==> src/rtl/cart_rom_pkg.sv <==
package cart_rom_pkg;
  localparam logic [7:0]  NOP_OP   = 8'h00;
  localparam logic [7:0]  JP_OP    = 8'hC3;
  localparam logic [15:0] HDR_LO   = 16'h0100;
  localparam logic [15:0] HDR_HI   = 16'h0150;
  localparam logic [15:0] CHK_ADDR = 16'h014D;
  localparam logic [15:0] SUM_LO   = 16'h0134;
  localparam logic [15:0] SUM_HI   = 16'h014C;
  localparam logic [15:0] JP_ADDR  = 16'h7FFD;
  localparam logic [15:0] ROM_END  = 16'h8000;
  localparam logic [15:0] PAY_TGT  = 16'h0100;
  localparam int          PAY_DEPTH = 8;

  typedef enum logic {PH_HDR = 1'b0, PH_PAY = 1'b1} phase_e;

  function automatic logic [7:0] hdr_fill(input logic [15:0] off);
    logic [15:0] t;
    t = off * 16'd7 + 16'h0031;
    return t[7:0];
  endfunction

  function automatic logic [7:0] hdr_sum();
    logic [7:0] s;
    s = 8'h00;
    for (int a = int'(SUM_LO); a <= int'(SUM_HI); a++)
      s = s + hdr_fill(16'(a) - HDR_LO);
    return 8'hE7 - s;
  endfunction

  function automatic logic [7:0] pay_byte(input logic [15:0] off);
    case (off)
      16'd0: return 8'h21;
      16'd1: return 8'h00;
      16'd2: return 8'h00;
      16'd3: return 8'h2A;
      16'd4: return 8'h16;
      16'd5: return 8'hA1;
      16'd6: return 8'h5F;
      16'd7: return 8'h12;
      default: return NOP_OP;
    endcase
  endfunction
endpackage

==> src/rtl/cart_phase_ctrl.sv <==
module cart_phase_ctrl
  import cart_rom_pkg::*;
#(
  parameter int ADDR_W = 16,
  parameter int CNT_W  = 4
) (
  input  logic              clk_i,
  input  logic              rst_ni,
  input  logic [ADDR_W-1:0] addr_i,
  input  logic              rd_i,
  input  logic [CNT_W-1:0]  limit_i,
  input  logic              force_i,
  output phase_e            phase_o
);
  localparam logic [ADDR_W-1:0] CHK_L = ADDR_W'(CHK_ADDR);

  logic             rd_q;
  logic [CNT_W-1:0] cnt_q;
  phase_e           phase_q;
  logic             chk_hit;
  logic [CNT_W:0]   cnt_inc;
  logic             trip;

  assign chk_hit = rd_i && !rd_q && (addr_i == CHK_L);
  assign cnt_inc = {1'b0, cnt_q} + 1'b1;
  assign trip    = chk_hit && (cnt_inc >= {1'b0, limit_i});

  always_ff @(posedge clk_i or negedge rst_ni) begin
    if (!rst_ni) begin
      rd_q    <= 1'b0;
      cnt_q   <= '0;
      phase_q <= PH_HDR;
    end else begin
      rd_q <= rd_i;
      if (chk_hit && cnt_q != '1) cnt_q <= cnt_q + 1'b1;
      if (trip || force_i) phase_q <= PH_PAY;
    end
  end

  assign phase_o = phase_q;

  assert_sticky_R10: assert property (@(posedge clk_i) disable iff (!rst_ni)
    phase_q == PH_PAY |=> phase_q == PH_PAY);
  assert_force_R9: assert property (@(posedge clk_i) disable iff (!rst_ni)
    force_i |=> phase_q == PH_PAY);
  // no switch unless a check read or the force input is present
  assert_no_cause_R7: assert property (@(posedge clk_i) disable iff (!rst_ni)
    (phase_q == PH_HDR && !force_i && !(rd_i && addr_i == CHK_L)) |=> phase_q == PH_HDR);
endmodule

==> src/rtl/cart_rom_map.sv <==
module cart_rom_map
  import cart_rom_pkg::*;
#(
  parameter int ADDR_W = 16,
  parameter int DATA_W = 8
) (
  input  logic [ADDR_W-1:0] addr_i,
  input  phase_e            phase_i,
  output logic [DATA_W-1:0] data_o
);
  localparam logic [7:0] CHK_VAL = hdr_sum();

  logic [15:0] a16;
  logic [15:0] off;
  logic [7:0]  hdr_b;
  logic [7:0]  byte_b;

  assign a16 = 16'(addr_i);
  assign off = a16 - HDR_LO;

  always_comb begin
    case (off)
      16'd0:   hdr_b = NOP_OP;
      16'd1:   hdr_b = JP_OP;
      16'd2:   hdr_b = 8'h50;
      16'd3:   hdr_b = 8'h01;
      default: hdr_b = (a16 == CHK_ADDR) ? CHK_VAL : hdr_fill(off);
    endcase
  end

  always_comb begin
    if (a16 >= HDR_LO && a16 <= HDR_HI)
      byte_b = (phase_i == PH_PAY) ? pay_byte(off) : hdr_b;
    else if (a16 == JP_ADDR)
      byte_b = JP_OP;
    else if (a16 == JP_ADDR + 16'd1)
      byte_b = PAY_TGT[7:0];
    else if (a16 == JP_ADDR + 16'd2)
      byte_b = PAY_TGT[15:8];
    else
      byte_b = NOP_OP;
  end

  assign data_o = DATA_W'(byte_b);
endmodule

==> src/rtl/cart_rom_emu.sv <==
module cart_rom_emu
  import cart_rom_pkg::*;
#(
  parameter int ADDR_W = 16,
  parameter int DATA_W = 8,
  parameter int CNT_W  = 4
) (
  input  logic              clk_i,
  input  logic              rst_ni,
  input  logic [ADDR_W-1:0] addr_i,
  input  logic              rd_i,
  input  logic [CNT_W-1:0]  pass_limit_i,
  input  logic              force_payload_i,
  output logic [DATA_W-1:0] data_o,
  output logic              data_oe_o
);
  localparam logic [ADDR_W-1:0] ROM_END_L = ADDR_W'(ROM_END);
  localparam logic [ADDR_W-1:0] JP_L      = ADDR_W'(JP_ADDR);

  phase_e            phase;
  logic [DATA_W-1:0] map_d;
  logic              in_rom;
  logic [DATA_W-1:0] data_q;
  logic              oe_q;

  cart_phase_ctrl #(.ADDR_W(ADDR_W), .CNT_W(CNT_W)) u_phase (
    .clk_i   (clk_i),
    .rst_ni  (rst_ni),
    .addr_i  (addr_i),
    .rd_i    (rd_i),
    .limit_i (pass_limit_i),
    .force_i (force_payload_i),
    .phase_o (phase)
  );

  cart_rom_map #(.ADDR_W(ADDR_W), .DATA_W(DATA_W)) u_map (
    .addr_i  (addr_i),
    .phase_i (phase),
    .data_o  (map_d)
  );

  assign in_rom = addr_i < ROM_END_L;

  always_ff @(posedge clk_i or negedge rst_ni) begin
    if (!rst_ni) begin
      oe_q   <= 1'b0;
      data_q <= '0;
    end else begin
      oe_q   <= rd_i && in_rom;
      data_q <= (rd_i && in_rom) ? map_d : '0;
    end
  end

  assign data_o    = data_q;
  assign data_oe_o = oe_q;

  assert_drive_R2: assert property (@(posedge clk_i) disable iff (!rst_ni)
    (rd_i && in_rom) |=> data_oe_o);
  assert_release_R2: assert property (@(posedge clk_i) disable iff (!rst_ni)
    !(rd_i && in_rom) |=> (!data_oe_o && data_o == '0));
  assert_jump_op_R4: assert property (@(posedge clk_i) disable iff (!rst_ni)
    (rd_i && addr_i == JP_L) |=> data_o == DATA_W'(JP_OP));
  assert_sled_R3: assert property (@(posedge clk_i) disable iff (!rst_ni)
    (rd_i && addr_i == ADDR_W'(16'h4000)) |=> data_o == '0);
endmodule

==> config.mk <==
export PLATFORM = sky130hd
export DESIGN_NAME = cart_rom_emu
export DESIGN_NICKNAME = d
export VERILOG_FILES = /design/src/rtl/cart_rom_pkg.sv /design/src/rtl/cart_phase_ctrl.sv /design/src/rtl/cart_rom_map.sv /design/src/rtl/cart_rom_emu.sv
export SDC_FILE = /design/constraint.sdc
export NUM_CORES = 1
export LEC_CHECK = 0
export ABC_AREA = 1
export BUFFER_PORTS_ARGS = -buffer_cell sky130_fd_sc_hd__clkbuf_2
export CAP_MARGIN = 20
export CORE_AREA = 2 2 74 76
export DETAILED_ROUTE_END_ITERATION = 8
export DIE_AREA = 0 0 76 78
export RECOVER_POWER = 100
export SLEW_MARGIN = 30
export SYNTH_ARGS = -nofsm -noshare
export SYNTH_HDL_FRONTEND = slang
export SYNTH_HIERARCHICAL = 1
export SYNTH_SLANG_ARGS = --single-unit
==> constraint.sdc <==
create_clock -name clk_i -period 2.05 [get_ports clk_i]
set_input_delay 0.205 -clock clk_i [delete_from_list [all_inputs] [get_ports clk_i]]
set_output_delay 0.205 -clock clk_i [all_outputs]
set_load 0.05 [all_outputs]
## Word level (Yosys, flattened, before mapping)

Memories as Yosys holds them, arrays and structs flattened.
Cells that the tools add are included.
Widths: inputs -> output; s select.

| cells by class | value |
|---|---|
| add/sub/neg operators | 4 |
| bitwise gates (word level) | 0 |
| shift operators | 0 |
| div/mod/pow operators | 0 |
| reductions and logical operators | 10 |
| magnitude comparators | 4 |
| equal/unequal tests | 8 |
| multiply operators | 1 |
| multiplexer cells | 9 |

Operators by type and width:

| cell | number |
|---|---|
| $mux 8 | 7 |
| $eq 16x15->1 const B | 3 |
| $eq 16x2->1 const B | 2 |
| $pmux 8 s4 | 1 |
| $eq 16x1->1 const B | 1 |
| $eq 16x9->1 const B | 1 |
| $ge 16x9->1 const B | 1 |
| $le 16x9->1 const B | 1 |
| $logic_not 16->1 | 1 |
| $lt 16x16->1 const B | 1 |
| $mul 16x3->8 const B | 1 |
| $sub 16x9->16 const B | 1 |
| $logic_not 13->1 | 1 |
| $add 8x6->8 const B | 1 |
| $logic_and 1x1->1 | 6 |
| $add 4x1->5 const B | 1 |
| $ge 5x4->1 | 1 |
| $add 4x1->4 const B | 1 |
| $ne 4x4->1 const B | 1 |
| $logic_not 1->1 | 1 |
| $logic_or 1x1->1 | 1 |
| $mux 1 | 1 |

| storage, ports and cells | value |
|---|---|
| memories kept | 1 |
| RAM bits | 0 |
| output and inout port bits | 9 |
| logic and storage cells | 42 |
| bits in read-only memories | 64 |
| bits in registers | 15 |
| bits in latches | 0 |
| input bits | 24 |

Memory list:

| memory | depth | width | rd ports | clocked after memory_dff | write ports | line | source |
|---|---|---|---|---|---|---|---|
| (name not given) | 8 | 8 | 1 | 0 | 0 | cart_rom_pkg.sv:31 | `case (off)` |

## Longest topological paths before layout

| depth | value |
|---|---|
| word-level depth | 8 |
| gate-level depth with buffers | 20 |
| mapped depth without buffers | 20 |

## Modules after synthesis

The synthesis kept the hierarchy.

Modules (own cells, without submodules):

| module | sequential area each (µm²) | area an instance (µm²) | cells each | instances |
|---|---|---|---|---|
| cart_rom_map | 0.0 | 1395.1 | 220 | 1 |
| cart_phase_ctrl | 150.1 | 529.3 | 80 | 1 |
| cart_rom_emu | 225.2 | 304.0 | 28 | 1 |

## Worst setup path after synthesis

OpenSTA, ideal clock, no wires.

| timing | value |
|---|---|
| path kind | input to register |
| from | in addr_i[4] |
| to | reg data_q[6], in the netlist data_o[6] |
| buffers on the path | 0 |
| setup slack | -310 ps |
| arrival | 2243 ps |
| data required time | 1934 ps |
| library setup time | 116 ps |
| stages | 18 |
| path through | inv_1 -> ha_1 -> fa_1 -> inv_1 -> ha_1 -> a21oi_1 -> o21a_1 -> nand2_1 -> nand2_1 -> nand3_1 -> nand2_1 -> nand2_1 -> nand2_1 -> nand2_1 -> nand2_1 -> nand2_1 -> inv_1 -> nor2_1 |

| on the way | value |
|---|---|
| cells in the longest elaborated chain, start to end | 8 |
| elaborated cells on any way between the ends | 22 |
| classes of those cells | 2 x add/sub; 1 x mul; 3 x order compare; 5 x eq/ne; 7 x mux; 4 x reduce/logical |

Ends and longest elaborated chain:

| element | line | source |
|---|---|---|
| start: declaration | cart_rom_emu.sv:10 | `input logic [ADDR_W-1:0] addr_i,` |
| $sub 16x9->16 | cart_rom_map.sv:19 | `assign off = a16 - HDR_LO;` |
| $mul 16x3->8 | cart_rom_pkg.sv:18 | `t = off * 16'd7 + 16'h0031;` |
| $add 8x6->8 | cart_rom_pkg.sv:18 |  |
| $mux 8 | cart_rom_map.sv:27 | `default: hdr_b = (a16 == CHK_ADDR) ? CHK_VAL : hdr_fill(off);` |
| $pmux 8 s4 | cart_rom_map.sv:22 | `case (off)` |
| $mux 8 | cart_rom_map.sv:33 | `byte_b = (phase_i == PH_PAY) ? pay_byte(off) : hdr_b;` |
| $mux 8 * | cart_rom_map.sv:32 | `if (a16 >= HDR_LO && a16 <= HDR_HI)` |
| named net map_d[6] | cart_rom_emu.sv:21 | `logic [DATA_W-1:0] map_d;` |
| $mux 8 * | cart_rom_emu.sv:50 | `data_q <= (rd_i && in_rom) ? map_d : '0;` |
| end signal: assignment | cart_rom_emu.sv:50 |  |
| end: declaration | cart_rom_emu.sv:23 | `logic [DATA_W-1:0] data_q;` |

The timed path passes the listed nets; every way through them passes the cells marked *.
A chain may end at the register's enable or synchronous reset.

## Worst setup path after layout

Same ends and word-level chain as after synthesis.

==> metrics.yaml <==
logic_synthesis:
  yosysSeqAreaShare_pct: 16.84
  synth-simple-area-share_pct: 40.48
  ys_ff_latch: 15
  synth_xor_area_share_pct: 3.874
  synth_top_family_by_area: "simple AND/OR/NAND/NOR gates"
  synth.avg_cell_area_sq_um: 6.794
  async_flop_share_pct: 100.0
  yosysWarnings: 6
  syn-cell-area_sq_um: 2228
  synthAdderAreaFrac_pct: 21.90
  synth-main-ff-cell: "dfrtp_1"
  syn_inst: 328
  synth_edf_count: 0
  synth.area.mux_share_pct: 0
  syn_nets: 388
  synth_compound_area_share_pct: 6.120
  netlist-cell-type-count: 32
layout:
  fin_area_sq_um: 2938
  num-nets-final: 462
  drive_above_1_share_pct: 28.18
  utilization_pct: 58.26
  antennaDiodeCount: 0
  syn_to_final_growth_pct: 31.84
  fin_cells: 471
  fillers: 488
  multi_input_comb_area_sq_um: 1735
  seq_area_sq_um: 375.4
placed_design:
  portBuffers: 32
  hpwlAfterDp_mm: 4.778
  placed_area_sq_um: 2818
  place_ws_ns: -0.4248
  gp_congestion: 0.9027
  placedCellCount: 462
timing:
  setup_violations: 3
  min_period_ns: 2.131
  finalSetupTns_ns: -0.1870
  rsz0062_at_grt: "yes"
  fin_crit_sh_pct: 104.0
  setup_ws_ns: -0.08125
  worst_clock_skew_ns: 0.003186
  final-hold-violation-count: 0
  max_freq_ghz: 0.4692
  worst_slew_pin_slew_ns: 0.8534
  hold_ws_ns: 0.1307
  slew_viol_final: 0
  slew_headroom_pct: 43.11
critical_path:
  worstPathRequired_ns: 2.19
  ff2ff_path_depth: 8
  cp.arrival_ns: 2.27
  crit_path_frequent_cell: "nand2_1"
  crit_family: "adder cells"
  critPathCaptureType: "flip-flop"
  reg2reg_from: "u_phase/cnt_q[0]$_DFFE_PN0P_"
  startpoint_type: "input pin"
  worst_path_max_delay_cell: "fa_1"
  crit_chain: "buf_8 > clkinvlp_4 > ha_4 > fa_1 > inv_2 > ha_4 > a21oi_2 > o21a_1 > nand2_1 > nand2_1 > nand3_1 > nand2_1 > nand2_1 > nand2_1 > nand2_1 > nand2_1 > nand2_1 > inv_1 > nor2_1"
  r2r-end: "u_phase/phase_o$_DFFE_PN0P_"
  slowest_delay_ns: 0.49
  crit_type: "input pin to flip-flop"
  cp_max_fo: 4
  r2r_setup_slack_ns: 0.39
  cp_num_buf_inv: 4
grt:
  grt_pass1_vias: 2246
  grt_use_total_pct: 20.24
  grt_pass1_wl_mm: 9.770
  overflow: 0
  antenna_found_initial: 0
  grt_max_degree: 16
power:
  power_leakage_nw: 1.567
  power_mw: 1.126
  vdd_drop_max_v: 0.0002132
  p_per_area_nw_per_um2: 383.2
die:
  rows: 26
  pin_count: 33
  start_util_pct: 44.19
  die-area_sq_um: 5928
  die-width_um: 76
  coreArea_sq_um: 5042
  die_h_um: 78
clock_tree:
  htree_levels: 1
  cts_buffers: 3
  cts_tree: "built"
  clock_sinks: 15
  clock_path_buffers: 2
  path_clk_slew_ns: 0.06
  clk-insertion-delay-late_ns: 0.25
  root_buffer: "clkbuf_8"
worst_hold_path:
  hold_start: "rd_i"
  worstHoldPathType: "input pin to flip-flop"
  holdPathStages: 1
  hold_path_end: "u_phase/rd_q$_DFF_PN0_"
run_status:
  failed_checks: "negative setup slack"
  status: "finished, violations left"
drt:
  wl_per_cell_um: 12.15
  drtAntennaViolNets: 0
  vias_per_cell: 4.858
  first_iter_violations: 114
  drt_wl_total_mm: 5.722
  drc: 0
  drt-pass1-iter-count: 4
  num_vias: 2288
flow_run:
  timing.max_cap.violations: 0
==> placed cells by master (no fill, tap or decap), types with 5 or more instances in the layout <==
cell type / netlist / final
buf_4: 0 / 35
inv_1: 60 / 53
inv_2: 3 / 8
ha_4: 0 / 8
ha_1: 31 / 21
nor2_1: 38 / 38
clkbuf_2: 0 / 21
xnor2_1: 6 / 6
a21oi_1: 11 / 9
nand3_1: 25 / 24
clkbuf_1: 0 / 10
o21ai_0: 7 / 7
dfrtp_1: 15 / 15
nand2_1: 77 / 76
nand2_2: 4 / 5
nand4_1: 11 / 11
==> synth_stat cells, drive strengths merged (2+ instances only) <==
library cell	count	share of area [%]
nand3	28	7.3
fa	5	4.5
o211ai	3	1.0
ha	31	17
xor2	2	0.79
xnor2	7	3.1
nor3	4	1.3
inv	63	11
a21oi	12	2.9
nor2	45	9.3
dfrtp	15	17
nand3b	2	0.67
o21ai	7	1.6
nand4	14	5.2
nand2	85	16
==> report_power, final <==
group | internal (mW) | total (mW) | switching [mW]
clock network | 0.135 | 0.248 | 0.113
logic | 0.278 | 0.579 | 0.301
registers | 0.298 | 0.298 | 0.000494
==> registers in the layout, indices dropped and copies added (netlist names) <==
| name | count |
|---|---|
| data_o | 8 |
| data_oe_o | 1 |
| u_phase/cnt_q | 4 |
| u_phase/phase_o | 1 |
| u_phase/rd_q | 1 |
==> cell families after synthesis <==
kind of cell	after synthesis
buffers and inverters	64
AND/OR/NAND/NOR	180
AO/OA/AOI/OAI	24
adder cells (fa/ha/maj)	36
flip-flops	15
XOR/XNOR	9
==> area by class of cell <==
cell class	instances	share of cell area [%]
Multi-Input combinational cell	249	59.07
Timing Repair Buffer	69	15.16
Tap cell	70	2.981
Clock inverter	1	0.1704
Inverter	64	8.433
Sequential cell	15	12.78
Clock buffer	3	1.405
==> per-layer routing <==
layer	track usage (%)	wire length, um	up-vias	part of all wire (%)
met5	0	0	-	0
met4	6.364	129	0	2.3
met3	1.977	234	13	4.1
met2	37.68	2858	53	50
met1	24.60	2500	1038	44
li1	-	-	1184	-
==> timing repair <==
| item | CTS | global route |
|---|---|---|
| gates resized for setup | 6 | 8 |
| hold buffers | 1 | 0 |
| endpoints found under the hold margin | 15 | 0 |
| buffers inserted | 2 | 2 |
| endpoints found under the setup margin | 5 | 5 |
| pin swaps | 1 | 4 |
==> how the worst max path moves through the flow <==
stage	slack [ns]	cells past startpoint	end	start
2_1_floorplan	-0.16	17	data_o[6]$_DFF_PN0_	addr_i[4]
3_3_place_gp	-0.38	18	data_o[6]$_DFF_PN0_	addr_i[3]
3_5_place_dp	-0.42	18	data_o[6]$_DFF_PN0_	addr_i[3]
4_1_cts	-0.11	19	data_o[6]$_DFF_PN0_	addr_i[3]
5_1_grt	-0.28	19	data_o[6]$_DFF_PN0_	addr_i[4]
6_report	-0.08	19	data_o[6]$_DFF_PN0_	addr_i[4]
Note: power is estimated with default switching activity, not from simulation.
